===== src/rtl/cfgchk_pkg.sv =====
package cfgchk_pkg;
  typedef enum logic [2:0] {
    S_IDLE,
    S_BEGIN,
    S_ISSUE,
    S_CAPT,
    S_EVAL
  } state_e;

  typedef enum logic [1:0] {
    STG_ID,
    STG_RA,
    STG_RB
  } stage_e;
endpackage


===== src/rtl/cfgchk_plan.sv =====
module cfgchk_plan
  import cfgchk_pkg::*;
#(
  parameter int          AW      = 8,
  parameter int          SW      = 16,
  parameter int          IW      = 6,
  parameter int          ID_BASE = 'h0A,
  parameter int          ID_CNT  = 5,
  parameter int          ID_STEP = 2,
  parameter int          RA_BASE = 'h06,
  parameter int          RA_CNT  = 36,
  parameter logic [SW-1:0] RA_SUM = 16'h0706,
  parameter int          RB_BASE = 'h2C,
  parameter int          RB_CNT  = 36,
  parameter logic [SW-1:0] RB_SUM = 16'h0686
) (
  input  stage_e          stage_i,
  input  logic [IW-1:0]   idx_i,
  input  logic [SW-1:0]   ref_i,
  output logic [AW-1:0]   addr_o,
  output logic            last_o,
  output logic [SW-1:0]   target_o,
  output logic            ascii_o
);
  always_comb begin
    unique case (stage_i)
      STG_ID: begin
        addr_o   = AW'(ID_BASE + int'(idx_i) * ID_STEP);
        last_o   = (idx_i == IW'(ID_CNT - 1));
        target_o = ref_i;
        ascii_o  = 1'b1;
      end
      STG_RA: begin
        addr_o   = AW'(RA_BASE + int'(idx_i));
        last_o   = (idx_i == IW'(RA_CNT - 1));
        target_o = RA_SUM;
        ascii_o  = 1'b0;
      end
      default: begin
        addr_o   = AW'(RB_BASE + int'(idx_i));
        last_o   = (idx_i == IW'(RB_CNT - 1));
        target_o = RB_SUM;
        ascii_o  = 1'b0;
      end
    endcase
  end
endmodule


===== config.mk =====
export PLATFORM = sky130hd
export DESIGN_NAME = cfgchk_plan
export DESIGN_NICKNAME = d
export VERILOG_FILES = /design/src/rtl/cfgchk_pkg.sv /design/src/rtl/cfgchk_plan.sv
export SDC_FILE = /design/constraint.sdc
export NUM_CORES = 1
export LEC_CHECK = 0
export ABC_AREA = 1
export BUFFER_PORTS_ARGS = -buffer_cell sky130_fd_sc_hd__buf_2
export CAP_MARGIN = 20
export CORE_MARGIN = 2
export CORE_UTILIZATION = 40
export DETAILED_ROUTE_END_ITERATION = 7
export PLACE_DENSITY = 0.94
export SLEW_MARGIN = 5
export SYNTH_ARGS = -nofsm -noshare
export SYNTH_HDL_FRONTEND = slang
export SYNTH_SLANG_ARGS = --single-unit
export TNS_END_PERCENT = 30

===== constraint.sdc =====
create_clock -name vclk -period 2.05
set_clock_uncertainty 0.2 [all_clocks]
set_input_delay 0.41 -clock vclk [all_inputs]
set_output_delay 0.41 -clock vclk [all_outputs]
set_load 0.005 [all_outputs]

==> results of run 1 <==
[cells in the mapped netlist, drive strengths merged]
| library cell | n |
|---|---|
| nand4 | 1 |
| ha | 7 |
| o22ai | 1 |
| nand3 | 16 |
| or2 | 5 |
| o211ai | 1 |
| nor2 | 17 |
| nand2 | 29 |
| a21oi | 3 |
| o21ai | 3 |
| buf | 3 |
| o221ai | 1 |
| inv | 23 |
| nor3 | 1 |
[what timing repair did]
action,CTS,global route
endpoints found under the setup margin,0,5
setup buffers,0,0
gates resized for setup,0,8
[worst max-delay path, stage by stage]
cell	delay (ns)
clkbuf_4	0.16
inv_4	0.07
ha_1	0.30
or2_0	0.25
o211ai_2	0.08
buf_2	0.13
[routing by layer]
metal	vias to the layer above	GRT usage, %	part of all wire, %
li1	444	-	-
met1	378	23.3	40
met2	52	37.8	49
met3	0	3.04	11
met4	0	1.29	0
met5	-	0	0
[power groups by stage]
stage,registers (µW),logic [µW],clock network (µW)
floorplan,0,86.7,0
CTS,0,155,0
global route,0,180,0
detailed placement,0,155,0
global placement,0,149,0
finish,0,160,0
[cell families (layout without fill, tap and decap cells)]
logic type	count (synthesis)	in the layout	synth area share [%]
AOI/OAI and AO/OA	9	9	10.7
buffers and inverters	26	75	20.4
and+or+nand+nor	69	69	53.5
adders and majority gates	7	7	15.4
[cell type report]
type	instances	area [µm²]	area share, %
tap	15	18.8	2.24
inverter	23	88.8	10.6
timing repair buffer	52	273	32.5
multi-input combinational	85	459	54.7
[per-stage QoR]
stage	power [µW]	cells	hold slack, ns
after floorplan	86.7	111	0.691
after global placement	149	175	0.864
after detailed placement	155	175	0.864
after CTS	155	175	0.864
after global routing	180	175	0.887
final	160	175	0.862
[final timing paths]
kind	endpoint	slack, ns
worst max-delay path	addr_o[3]	0.05
worst min-delay path	target_o[1]	0.86
==> impl_metrics.json, run 1 <==
{
  "placed_cell_area_um2": 825,
  "synth_area_leaders": "nand2_1 (17%), ha_1 (15%), nand3_1 (14%)",
  "fin_crit_ns": 2.00,
  "path_class": "input port to output pin",
  "comb_power_share_pct": 100.0,
  "first_pass_iters": 4,
  "drc": 0,
  "layout_commonest_cell": "buf_2",
  "worstSetupEndpointType": "output pin",
  "dieArea_um2": 1740,
  "die_height_um": 41.8,
  "fin_nets": 193,
  "cell_internal_pwr_uw": 72.5,
  "rows": 13,
  "switching_power_uw": 87.4,
  "drv_slew": 0,
  "drv_cap": 0,
  "syn_to_final_growth_pct": 47.1,
  "slew_headroom_pct": 86.6,
  "place_congestion": 0.915,
  "io_pins": 50,
  "startpoint_type": "input port",
  "io_buffer_count": 50,
  "crit_path_start": "idx_i[2]",
  "seq_cells": 0,
  "num_antenna_cells": 0,
  "hp-class": "input port to output pin",
  "sequentialPowerShare_pct": 0,
  "fp.dieW_um": 41.8,
  "p_leak_uw": 0.000553,
  "fin_util_pct": 63.7,
  "fillCellCount": 133,
  "hp-start": "ref_i[1]",
  "dp_hpwl_um": 1460,
  "grt_max_degree": 15,
  "fin_setup_tns_ns": 0,
  "drtAntennaViolNets": 0,
  "finalWirelength_um": 1760,
  "p_clk_share_pct": 0,
  "synth_top_area_share_pct": 17.1,
  "whs_path_depth": 3,
  "fmax_mhz": 500,
  "setup_ws_ns": 0.0494,
  "swShare_pct": 54.7,
  "avgRoutedWirePerCell_um": 10.1,
  "final_hold_viol_count": 0,
  "grt_usage_pct": 19.6,
  "vias_per_cell": 4.99,
  "globalRouteOverflowTotal": 0,
  "clockBufferCount": 0,
  "crit_fanout": 8,
  "syn_inst": 111,
  "ys_seq_area_share_pct": 0,
  "antenna_found_initial": 0,
  "grt_pass1_wl_um": 2900,
  "outcome": "finished, final reports clean",
  "arrival_ns": 1.39,
  "start_util_pct": 43.3,
  "final_cell_mix": "buf_2 (47), nand2_1 (26), inv_1 (18)",
  "finalSetupViolations": 0,
  "hold_buffers": 0,
  "drive_gt1_share_pct": 40.0,
  "worstMarginPinSlew_ns": 0.201,
  "rsz0062_at_grt": "no",
  "vias": 874,
  "synth_fp_nets": 142,
  "syn_area_per_cell_um2": 5.14,
  "first_global_vias": 687,
  "core_area_um2": 1320,
  "pre_cts_slack_ns": 0.0229,
  "required_ns": 1.44,
  "ys_warn_count": 0,
  "fin_crit_sh_pct": 97.6,
  "register_area_um2": 0,
  "ir_worst_vdd_uv": 113,
  "syn-cell-area_um2": 571,
  "synth_largest_area_cell": "nand2_1",
  "initialDrtViolationCount": 20,
  "power_per_cell_area_nw_per_um2": 190,
  "synth_cell_types": 21,
  "final_cell_area_um2": 840
}
(Power assumes the default switching activity.)
==> run 2, diff against run 1 <==
--- a/config.mk
+++ b/config.mk
@@ -12,6 +12,7 @@
 export CORE_UTILIZATION = 40
 export DETAILED_ROUTE_END_ITERATION = 7
 export PLACE_DENSITY = 0.94
+export RECOVER_POWER = 100
 export SLEW_MARGIN = 5
 export SYNTH_ARGS = -nofsm -noshare
 export SYNTH_HDL_FRONTEND = slang
==> impl_metrics.json, run 2 (same netlist as run 1, synthesis figures left out) <==
{
  "outcome": "finished, final reports clean",
  "finalWirelength_um": 1770,
  "register_area_um2": 0,
  "layout_commonest_cell": "buf_2",
  "grt_pass1_wl_um": 2900,
  "seq_cells": 0,
  "num_antenna_cells": 0,
  "fp.dieW_um": 41.8,
  "final_cell_mix": "buf_2 (36), nand2_1 (27), inv_1 (18)",
  "globalRouteOverflowTotal": 0,
  "placed_cell_area_um2": 825,
  "grt_usage_pct": 19.6,
  "startpoint_type": "input port",
  "pre_cts_slack_ns": 0.0229,
  "rows": 13,
  "place_congestion": 0.915,
  "fin_setup_tns_ns": 0,
  "fin_util_pct": 62.7,
  "initialDrtViolationCount": 19,
  "setup_ws_ns": 0.0493,
  "antenna_found_initial": 0,
  "finalPower_uw": 157,
  "fin_crit_ns": 2.00,
  "drv_slew": 0,
  "drive_gt1_share_pct": 35.6,
  "worstMarginPinSlew_ns": 0.200,
  "path_class": "input port to output pin",
  "vias": 867,
  "avgRoutedWirePerCell_um": 10.1,
  "dieArea_um2": 1740,
  "finalSetupViolations": 0,
  "drv_cap": 0,
  "final_hold_viol_count": 0,
  "required_ns": 1.44,
  "syn_to_final_growth_pct": 44.7,
  "core_area_um2": 1320,
  "first_global_vias": 687,
  "worstSetupEndpointType": "output pin",
  "io_pins": 50,
  "hp-class": "input port to output pin",
  "drc": 0,
  "fin_crit_sh_pct": 97.6,
  "final_cell_area_um2": 826,
  "fin_nets": 193,
  "ir_worst_vdd_uv": 105,
  "io_buffer_count": 50,
  "grt_max_degree": 15,
  "dp_hpwl_um": 1460,
  "start_util_pct": 43.3,
  "slew_headroom_pct": 86.7,
  "first_pass_iters": 4,
  "p_leak_uw": 0.000529,
  "power_per_cell_area_nw_per_um2": 190,
  "vias_per_cell": 4.95,
  "drtAntennaViolNets": 0,
  "die_height_um": 41.8,
  "clockBufferCount": 0,
  "fmax_mhz": 500,
  "crit_fanout": 8,
  "rsz0062_at_grt": "no",
  "arrival_ns": 1.39
}
run 2: worst max-delay path, cell delays in order:
cell	delay (ns)
clkbuf_4	0.16
inv_4	0.07
ha_1	0.30
or2_0	0.25
o211ai_2	0.08
buf_2	0.13
run 2: worst paths after layout:
kind  startpoint           to  depth (start not counted)
max     idx_i[2]    addr_o[3]                          6
min     ref_i[1]  target_o[1]                          3
run 2: layout make-up:
| cell class | instances | area, µm² |
|---|---|---|
| Tap cell | 15 | 18.8 |
| Inverter | 23 | 88.8 |
| Multi-Input combinational cell | 85 | 454 |
| Timing Repair Buffer | 52 | 264 |
| Fill cell | 136 | 492 |
run 2: layer usage:
layer  vias to the layer above  wire length (µm)  track usage, %
li1                        445                 -               -
met1                       374               699            23.3
met2                        48               873            37.8
met3                         0               194            3.04
met4                         0                 0            1.29
met5                         -                 0               0
run 2: power breakdown:
group | internal (µW) | switching, µW | leakage, µW
registers | 0 | 0 | 0
logic | 70.1 | 87.1 | 0.000529
clock network | 0 | 0 | 0
total | 70.1 | 87.1 | 0.000529
run 2: repair_timing:
action                                  4_1_cts  5_1_grt
endpoints found under the setup margin        0        5
hold buffers                                  0        0
resized for setup                             0        8
buffers inserted                              0        0
hold endpoints to repair                      0        0
run 2: through the flow:
stage	cells	hold WS, ns
floorplan	111	0.691
global placement	175	0.864
detailed placement	175	0.864
CTS	175	0.864
global route	175	0.887
finish	175	0.862
